## config.mk

```make
export PLATFORM = sky130hd
export DESIGN_NAME = mtx_addr_ctrl
export DESIGN_NICKNAME = d
export VERILOG_FILES = /design/src/rtl/mtx_pkg.sv /design/src/rtl/mtx_decode.sv /design/src/rtl/mtx_ram_port.sv /design/src/rtl/mtx_addr_ctrl.sv
export SDC_FILE = /design/constraint.sdc
export NUM_CORES = 1
export LEC_CHECK = 0
export ABC_AREA = 1
export CAP_MARGIN = 10
export CORE_MARGIN = 10
export CORE_UTILIZATION = 39
export CTS_CLUSTER_DIAMETER = 60
export DETAILED_ROUTE_END_ITERATION = 10
export PLACE_DENSITY_LB_ADDON = 0.12
export SYNTH_ARGS = -nofsm -noshare
export SYNTH_HDL_FRONTEND = slang
export SYNTH_SLANG_ARGS = --single-unit
```

## constraint.sdc

```tcl
create_clock -name clk -period 18 [get_ports clk]
set_input_delay 3.6 -clock clk [delete_from_list [all_inputs] [get_ports clk]]
set_output_delay 3.6 -clock clk [all_outputs]
set_load 0.05 [all_outputs]
```

## src/rtl/mtx_pkg.sv

```systemverilog
package mtx_pkg;
  localparam int NUM_MTX = 3;
  localparam int MID_W   = 2;
  localparam int ROW_W   = 4;
  localparam int COL_W   = 4;
  localparam int SP_AW   = 6;
  localparam int DP_AW   = 6;
  localparam int DW      = 32;

  typedef struct packed {
    logic [ROW_W:0]     rows;
    logic [COL_W:0]     cols;
    logic [ROW_W:0]     split;
    logic [SP_AW-1:0]   sp_base;
    logic [DP_AW-1:0]   dp_base;
  } mdesc_t;

  function automatic mdesc_t mk_desc(int r, int c, int s, int spb, int dpb);
    mdesc_t d;
    d.rows    = (ROW_W+1)'(r);
    d.cols    = (COL_W+1)'(c);
    d.split   = (ROW_W+1)'(s);
    d.sp_base = SP_AW'(spb);
    d.dp_base = DP_AW'(dpb);
    return d;
  endfunction

  // element [2] first: matrix 2 split across both RAMs, matrix 1 SP only, matrix 0 DP only
  localparam mdesc_t [NUM_MTX-1:0] DEF_TABLE = {
    mk_desc(4, 6, 2, 25, 24),
    mk_desc(5, 5, 0, 0, 0),
    mk_desc(6, 4, 6, 0, 0)
  };
endpackage

```

## src/rtl/mtx_decode.sv

```systemverilog
module mtx_decode
  import mtx_pkg::*;
(
  input  mdesc_t [NUM_MTX-1:0] tbl,
  input  logic [MID_W-1:0]     mtx,
  input  logic [ROW_W-1:0]     row,
  input  logic [COL_W-1:0]     col,
  output logic                 bad,
  output logic                 to_sp,
  output logic [SP_AW-1:0]     sp_addr,
  output logic [DP_AW-1:0]     dp_addr
);
  localparam int OW = ROW_W + COL_W + 2;

  mdesc_t         d;
  logic           id_ok;
  logic [OW-1:0]  lrow;
  logic [OW-1:0]  off;

  always_comb begin
    d     = '0;
    id_ok = 1'b0;
    for (int i = 0; i < NUM_MTX; i++) begin
      if (mtx == MID_W'(i)) begin
        d     = tbl[i];
        id_ok = 1'b1;
      end
    end
  end

  always_comb begin
    to_sp   = {1'b0, row} >= d.split;
    bad     = !id_ok || ({1'b0, row} >= d.rows) || ({1'b0, col} >= d.cols);
    lrow    = to_sp ? (OW'(row) - OW'(d.split)) : OW'(row);
    off     = lrow * OW'(d.cols) + OW'(col);
    sp_addr = d.sp_base + off[SP_AW-1:0];
    dp_addr = d.dp_base + off[DP_AW-1:0];
  end
endmodule

```

## src/rtl/mtx_ram_port.sv

```systemverilog
module mtx_ram_port #(
  parameter int AW = 6,
  parameter int DW = 32
) (
  input  logic          clk,
  input  logic          rst_n,
  input  logic          go,
  input  logic          we,
  input  logic [AW-1:0] addr,
  input  logic [DW-1:0] wdata,
  output logic          ram_en,
  output logic          ram_we,
  output logic [AW-1:0] ram_addr,
  output logic [DW-1:0] ram_wdata,
  input  logic [DW-1:0] ram_rdata,
  output logic          rd_pend,
  output logic [DW-1:0] rd_data
);
  assign ram_en    = go;
  assign ram_we    = go && we;
  assign ram_addr  = addr;
  assign ram_wdata = wdata;
  assign rd_data   = ram_rdata;

  always_ff @(posedge clk) begin
    if (!rst_n) rd_pend <= 1'b0;
    else        rd_pend <= go && !we;
  end
endmodule

```

## src/rtl/mtx_addr_ctrl.sv

```systemverilog
module mtx_addr_ctrl
  import mtx_pkg::*;
#(
  parameter mdesc_t [NUM_MTX-1:0] TABLE = DEF_TABLE
) (
  input  logic              clk,
  input  logic              rst_n,
  input  logic              req_valid,
  output logic              req_ready,
  input  logic [MID_W-1:0]  req_mtx,
  input  logic [ROW_W-1:0]  req_row,
  input  logic [COL_W-1:0]  req_col,
  input  logic              req_we,
  input  logic [DW-1:0]     req_wdata,
  output logic              rsp_valid,
  input  logic              rsp_ready,
  output logic [DW-1:0]     rsp_rdata,
  output logic              rsp_err,
  output logic              sp_en,
  output logic              sp_we,
  output logic [SP_AW-1:0]  sp_addr,
  output logic [DW-1:0]     sp_wdata,
  input  logic [DW-1:0]     sp_rdata,
  output logic              dp_en,
  output logic              dp_we,
  output logic [DP_AW-1:0]  dp_addr,
  output logic [DW-1:0]     dp_wdata,
  input  logic [DW-1:0]     dp_rdata
);
  logic             bad, to_sp, acc;
  logic [SP_AW-1:0] sp_a;
  logic [DP_AW-1:0] dp_a;
  logic             sp_pend, dp_pend;
  logic [DW-1:0]    sp_d, dp_d, live;
  logic             err_q, held_q;
  logic [DW-1:0]    hold_q;

  mtx_decode u_dec (
    .tbl(TABLE), .mtx(req_mtx), .row(req_row), .col(req_col),
    .bad(bad), .to_sp(to_sp), .sp_addr(sp_a), .dp_addr(dp_a)
  );

  assign req_ready = !rsp_valid || rsp_ready;
  assign acc       = req_valid && req_ready;

  mtx_ram_port #(.AW(SP_AW), .DW(DW)) u_sp (
    .clk(clk), .rst_n(rst_n), .go(acc && !bad && to_sp), .we(req_we),
    .addr(sp_a), .wdata(req_wdata), .ram_en(sp_en), .ram_we(sp_we),
    .ram_addr(sp_addr), .ram_wdata(sp_wdata), .ram_rdata(sp_rdata),
    .rd_pend(sp_pend), .rd_data(sp_d)
  );

  mtx_ram_port #(.AW(DP_AW), .DW(DW)) u_dp (
    .clk(clk), .rst_n(rst_n), .go(acc && !bad && !to_sp), .we(req_we),
    .addr(dp_a), .wdata(req_wdata), .ram_en(dp_en), .ram_we(dp_we),
    .ram_addr(dp_addr), .ram_wdata(dp_wdata), .ram_rdata(dp_rdata),
    .rd_pend(dp_pend), .rd_data(dp_d)
  );

  // RAM data is only valid the cycle after the access
  always_comb begin
    if (sp_pend)      live = sp_d;
    else if (dp_pend) live = dp_d;
    else              live = '0;
  end

  always_ff @(posedge clk) begin
    if (!rst_n) begin
      rsp_valid <= 1'b0;
      err_q     <= 1'b0;
      held_q    <= 1'b0;
      hold_q    <= '0;
    end else if (acc) begin
      rsp_valid <= 1'b1;
      err_q     <= bad;
      held_q    <= 1'b0;
    end else if (rsp_ready) begin
      rsp_valid <= 1'b0;
      held_q    <= 1'b0;
    end else if (rsp_valid && !held_q) begin
      held_q    <= 1'b1;
      hold_q    <= live;
    end
  end

  assign rsp_err   = err_q;
  assign rsp_rdata = held_q ? hold_q : live;
endmodule

```

==> results of run 1 <==
## cell type report
class                           count  area, um^2
Tap cell                          105         131
Clock buffer                        7        86.3
Sequential cell                    37         742
Timing Repair Buffer              130        1310
Inverter                           41         154
Fill cell                         816        3960
Multi-Input combinational cell    288        1790
## cells in the final DEF (no fill, tap or decap), types with 2 or more instances in the layout
cell             instances
nand2_1                 62
nor2_2                   4
a21boi_0                 2
inv_2                    8
clkdlybuf4s50_1        129
xnor2_1                  2
nor2_1                  20
or2_1                    3
nand2_2                  6
ha_1                    24
inv_1                   33
o21ai_1                 34
clkbuf_8                 6
a22oi_1                 32
a21oi_1                 35
fa_1                     8
xor2_1                   2
nand3_1                 10
o21ai_0                 33
nand3_2                  2
dfxtp_1                 36
## routing by layer
layer,up-vias,wire (um)
li1,1548,-
met1,1351,4180
met2,120,4340
met3,20,699
met4,0,159
met5,-,0
## registers in the layout (all words and copies together), names as in the netlist
name,cells
rsp_valid,1
hold_q,32
rsp_err,1
u_dp.rd_pend,1
u_sp.rd_pend,1
held_q,1
## cells by family (layout without fill, tap and decap cells)
family / count (synthesis) / after routing / synth area share, %
AOI/OAI and AO/OA: 138 / 138 / 23.9
and+or+nand+nor: 114 / 114 / 15.8
xor gates and xnor gates: 4 / 4 / 1.07
DFF: 37 / 37 / 22.6
adders and majority gates: 32 / 32 / 14.1
buffers and inverters: 128 / 178 / 22.5
## stage by stage
stage / setup WS, ns / power (mW)
after global routing: 5.11 / 0.329
after floorplan: 6.27 / 0.234
after global placement: 5.54 / 0.251
after detailed placement: 5.40 / 0.252
after CTS: 5.39 / 0.312
final: 5.42 / 0.307
## power breakdown
part / switching (mW) / internal (mW)
Combinational: 0.0982 / 0.0622
Clock: 0.0265 / 0.0304
Sequential: 0.00309 / 0.0863
Total: 0.128 / 0.179
## critical path, stage by stage
cell and delay [ns]:
clkdlybuf4s50_1 0.53, inv_2 0.06, nand2_1 0.15, ha_1 0.28, nand2_1 0.10, and2_2 0.17
nand2_4 0.08, or2_1 0.23, o21ai_2 0.08, nor2_1 0.08, fa_1 0.47, ha_1 0.33
fa_1 0.53, fa_1 0.44, xnor2_1 0.26, inv_1 0.08, ha_1 0.30, nand2_1 0.07
nor2_1 0.04, nor2_1 0.11, nand3_1 0.09, nand2_1 0.07, clkdlybuf4s50_1 0.80
## final timing paths
kind	endpoint	startpoint	cells after the start	slack (ns)
max reg2reg	hold_q[15]$_SDFFE_PN0P_	u_sp.rd_pend$_SDFF_PN0_	5	15.99
max	sp_addr[5]	req_mtx[0]	23	5.42
min reg2reg	rsp_err$_SDFFE_PN0P_	rsp_err$_SDFFE_PN0P_	2	0.51
min	rsp_err$_SDFFE_PN0P_	rsp_err$_SDFFE_PN0P_	2	0.51
==> impl_metrics.toml, run 1 <==
[drt]
drtPass1Iterations = 6
vias = 3039
drcViolationCount = 0
avgViaCountPerCell = 5.00
wire_per_inst_um = 15.4
ant_nets = 0
totalWireLength_um = 9370
drtIter0Drc = 165

[placement]
dp_hpwl_um = 7590
postPlaceCellArea_um2 = 4110
dp_cells = 600
io_buffer_count = 129
gp_congestion = 0.781

[setup_path]
worstSetupStartpointType = "input port"
worst-setup-path-type = "in2out"
end_kind = "primary output"
cp.arrival_ns = 8.98
path_max_fanout = 8
required_ns = 14.40

[layout]
num_antenna_cells = 0
fin_util_pct = 51.6
area_growth_pct = 29.0
fin_nets = 646
final_area_um2 = 4220
drive_gt1_share_pct = 6.36
fin_cells = 608

[power_and_ir_drop]
power_leakage_nw = 1.72
vdd_drop_max_mv = 0.103
p_per_area_nw_per_um2 = 72.7

[synthesis]
synth-edff-count = 0
syn_nets = 596
ys_types = 32
yosys.area.top_type_share_pct = 22.6
synth_top_cell_by_area = "dfxtp_1"
ys.flop_type = "dfxtp_1"
synth_area_leaders = "dfxtp_1 23%, buf_4 15%, ha_1 9.2%, a22oi_1 7.3%, nand2_1 7.1%"
syn-instance-count = 453
yosys_warnings = 0
synth_commonest_cells = "64 x buf_4, 62 x nand2_1, 37 x dfxtp_1, 35 x a21oi_1, 34 x o21ai_1"
synth_area_um2 = 3270
async_flop_share_pct = 0
seq_area_frac_synth_pct = 22.6
syn_area_per_cell_um2 = 7.22
synth_most_common_cell = "buf_4"
synth-seq-cells = 37

[clock_tree]
path_clk_slew_ns = 0.07
worstSkewPairLatency_ns = 0.28
cts-buffers-inserted = 5
cts_resized = 0
cts_tree = "done"
htreeDepth = 2
clkSinkCount = 37
clock_tree.buffer_depth = 2
postCtsSetupBuffers = 0
root_buffer = "clkbuf_8"
hold_buffers = 0

[die]
initial_utilization_pct = 40.0
core_um2 = 8180
die_area_um2 = 12400
ios = 226
die_h_um = 112
die_w_um = 112
rows = 33

[sta]
clock_skew_ns = 0.00191
hold_viol_final = 0
maxSlewViolCount = 0
timing.final.crit_share_pct = 69.9
rsz0062_at_grt = "no"
slew_headroom_pct = 20.5
setup_viol = 0
fmax_ghz = 0.0795
min_period_ns = 12.58
holdWs_ns = 0.507
max_slew.worst_pin.slew_ns = 1.19
final.setup.tns_ns = 0

[global_route]
grt_pass1_wl_um = 15300
grt_usage_pct = 14.6
use_met2_pct = 23.6
grt_max_degree = 67
use_met3_pct = 5.42
overflow = 0
grt_busiest_layer = "met2"
antenna_found_initial = 0
grt_pass1_vias = 2939
met1_usage_pct = 17.5

[status]
outcome = "finished, final reports clean"

[worst_hold_path]
hp-class = "reg2reg"

[job]
drv_cap = 0
(Power assumes the default switching activity.)
==> inputs of run 2 (changes only) <==
CORE_UTILIZATION = 36   (was 39)
clock period = 12.98 ns   (was 18 ns; I/O delays follow)
==> run 2 against run 1 <==
Against the previous run:
- register-to-register slack worse by 4.6 ns
- largest cell class unchanged
- critical path depth stayed put
- non-clock buffer count is 2 higher
- wire length rose by 1.9%
- via count grew 0.53%
- worst setup slack got worse by 3.0 ns
- critical endpoint unchanged
- critical path type unchanged
- sequential power up 38%
- cell count is 0.99% higher
- final area grew 0.83%
- core utilization fell by 3.1 points
- total power is 38% higher
- highest routed layer unchanged
==> impl_metrics.toml, run 2 (synthesized netlist as in run 1, its figures left out) <==
[status]
outcome = "finished, final reports clean"

[global_route]
grt_pass1_vias = 3030
grt_usage_pct = 13.5
grt_max_degree = 65
overflow = 0
antenna_found_initial = 0
grt_pass1_wl_um = 15100

[drt]
ant_nets = 0
avgViaCountPerCell = 4.98
topRoutingLayerUsed = "met4"
drcViolationCount = 0
drtPass1Iterations = 4
dr_wl_met2_um = 4570
wl_met3_um = 763
vias = 3055
wire_per_inst_um = 15.6
totalWireLength_um = 9550
drtIter0Drc = 113
wl_met1_um = 4160

[sta]
slew_headroom_pct = 24.8
holdWs_ns = 0.516
maxSlewViolCount = 0
timing.final.crit_share_pct = 81.6
fmax_ghz = 0.0944
final.setup.tns_ns = 0
clock_skew_ns = 0.00923
hold_viol_final = 0
final.setup.worst_slack_ns = 2.39
rsz0062_at_grt = "no"
setup_viol = 0
min_period_ns = 10.59
max_slew.worst_pin.slew_ns = 1.12

[power_and_ir_drop]
power_uw = 424
p_per_area_nw_per_um2 = 99.7
switching_share_pct = 42.5
vdd_drop_max_mv = 0.126
clkPwrFrac_pct = 18.3
pwr-share-comb_pct = 52.8
power_leakage_nw = 1.74
intPower_uw = 244
power.switching_uw = 180
seqPwrFrac_pct = 28.9

[worst_hold_path]
min_from = "rsp_err$_SDFFE_PN0P_"
hp-class = "reg2reg"

[setup_path]
path_max_fanout = 8
crit_start = "req_mtx[0]"
required_ns = 10.38
cp.arrival_ns = 8.00
r2r_start = "u_sp.rd_pend$_SDFF_PN0_"
worstSetupStartpointType = "input port"
worst-setup-path-type = "in2out"
end_kind = "primary output"

[placement]
gp_congestion = 0.803
post-place-ws_ns = 2.39
postPlaceCellArea_um2 = 4120
dp_cells = 604
io_buffer_count = 129
dp_hpwl_um = 7570

[job]
drv_cap = 0

[layout]
regMostFlops = "hold_q"
largest_reg_flops = 32
fillers = 879
layout_commonest_cell = "clkdlybuf4s50_1"
fin_cells = 614
drive_gt1_share_pct = 6.92
fin_util_pct = 48.5
final_area_um2 = 4250
final_cell_mix = "129 x clkdlybuf4s50_1, 62 x nand2_1, 36 x dfxtp_1"
num_antenna_cells = 0
fin_nets = 648
area_growth_pct = 30.1

[clock_tree]
htreeDepth = 2
cts-buffers-inserted = 5
clkSinkCount = 37
root_buffer = "clkbuf_8"
postCtsSetupBuffers = 0
worstSkewPairLatency_ns = 0.29
path_clk_slew_ns = 0.08
clock_tree.buffer_depth = 2
hold_buffers = 0
cts_resized = 0
cts_tree = "done"

[die]
rows = 34
initial_utilization_pct = 37.3
die_area_um2 = 13300
die_w_um = 115
core_um2 = 8760
die_h_um = 115
ios = 226
## run 2: cell types whose count changed in the layout (fill, tap and decap cells not counted)
cell	change
clkbuf_8	-1
buf_4	+1
buf_16	+1
clkinv_2	+2
## run 2: worst max-delay path, stage by stage
cell	delay [ns]
clkdlybuf4s50_1	0.53
inv_2	0.06
nand2_1	0.14
ha_1	0.26
nand2_1	0.10
and2_2	0.18
nand2_4	0.08
or2_1	0.23
o21ai_2	0.07
nor2_1	0.08
fa_1	0.46
ha_1	0.33
fa_1	0.54
fa_1	0.46
xnor2_1	0.29
inv_1	0.08
ha_1	0.30
nand2_1	0.06
nor2_1	0.04
nor2_1	0.13
nand3_1	0.09
nand2_1	0.07
clkdlybuf4s50_1	0.80
## run 2: worst paths after layout
kind	endpoint	slack, ns	cells past startpoint
setup / recovery	sp_addr[5]	2.39	23
hold / removal	rsp_err$_SDFFE_PN0P_	0.52	2
setup reg to reg	hold_q[12]$_SDFFE_PN0P_	11.43	5
hold reg to reg	rsp_err$_SDFFE_PN0P_	0.52	2
## run 2: power groups by stage
stage                     logic (mW)  clock network [mW]  registers (mW)
after floorplan                0.198                   0           0.126
after global placement         0.223                   0           0.125
after detailed placement       0.224                   0           0.125
after CTS                      0.226              0.0813           0.123
after global routing           0.243              0.0854           0.123
final                          0.224              0.0777           0.123
## run 2: final cells by class
| cell class | count | area (um^2) | area share (%) |
|---|---|---|---|
| repair buffers | 132 | 1350 | 31.6 |
| well taps | 108 | 135 | 3.18 |
| clock inverters | 2 | 10.0 | 0.235 |
| inverters | 41 | 154 | 3.62 |
| multi-input cells | 288 | 1790 | 42.2 |
| flip-flops and latches | 37 | 742 | 17.4 |
| clock buffers | 6 | 72.6 | 1.71 |
## run 2: metal layers
layer,global-route usage (%),vias to the layer above
met5,0,-
met4,2.81,0
met3,4.64,6
met2,22.9,119
met1,16.2,1367
li1,-,1563
==> inputs of run 3 (changes only) <==
clock period = 10.4 ns   (was 12.98 ns; I/O delays follow)
==> results of run 3 <==
Same layout as run 2 (identical final DEF). Status: finished, final reports clean.
Among the figures that moved: setup slack after placement 2.39 ns -> 0.841 ns; setup slack after layout 2.39 ns -> 0.838 ns; register-to-register setup slack 11.43 ns -> 8.85 ns; total power 0.424 mW -> 0.529 mW; worst IR drop on VDD 0.126 mV -> 0.157 mV
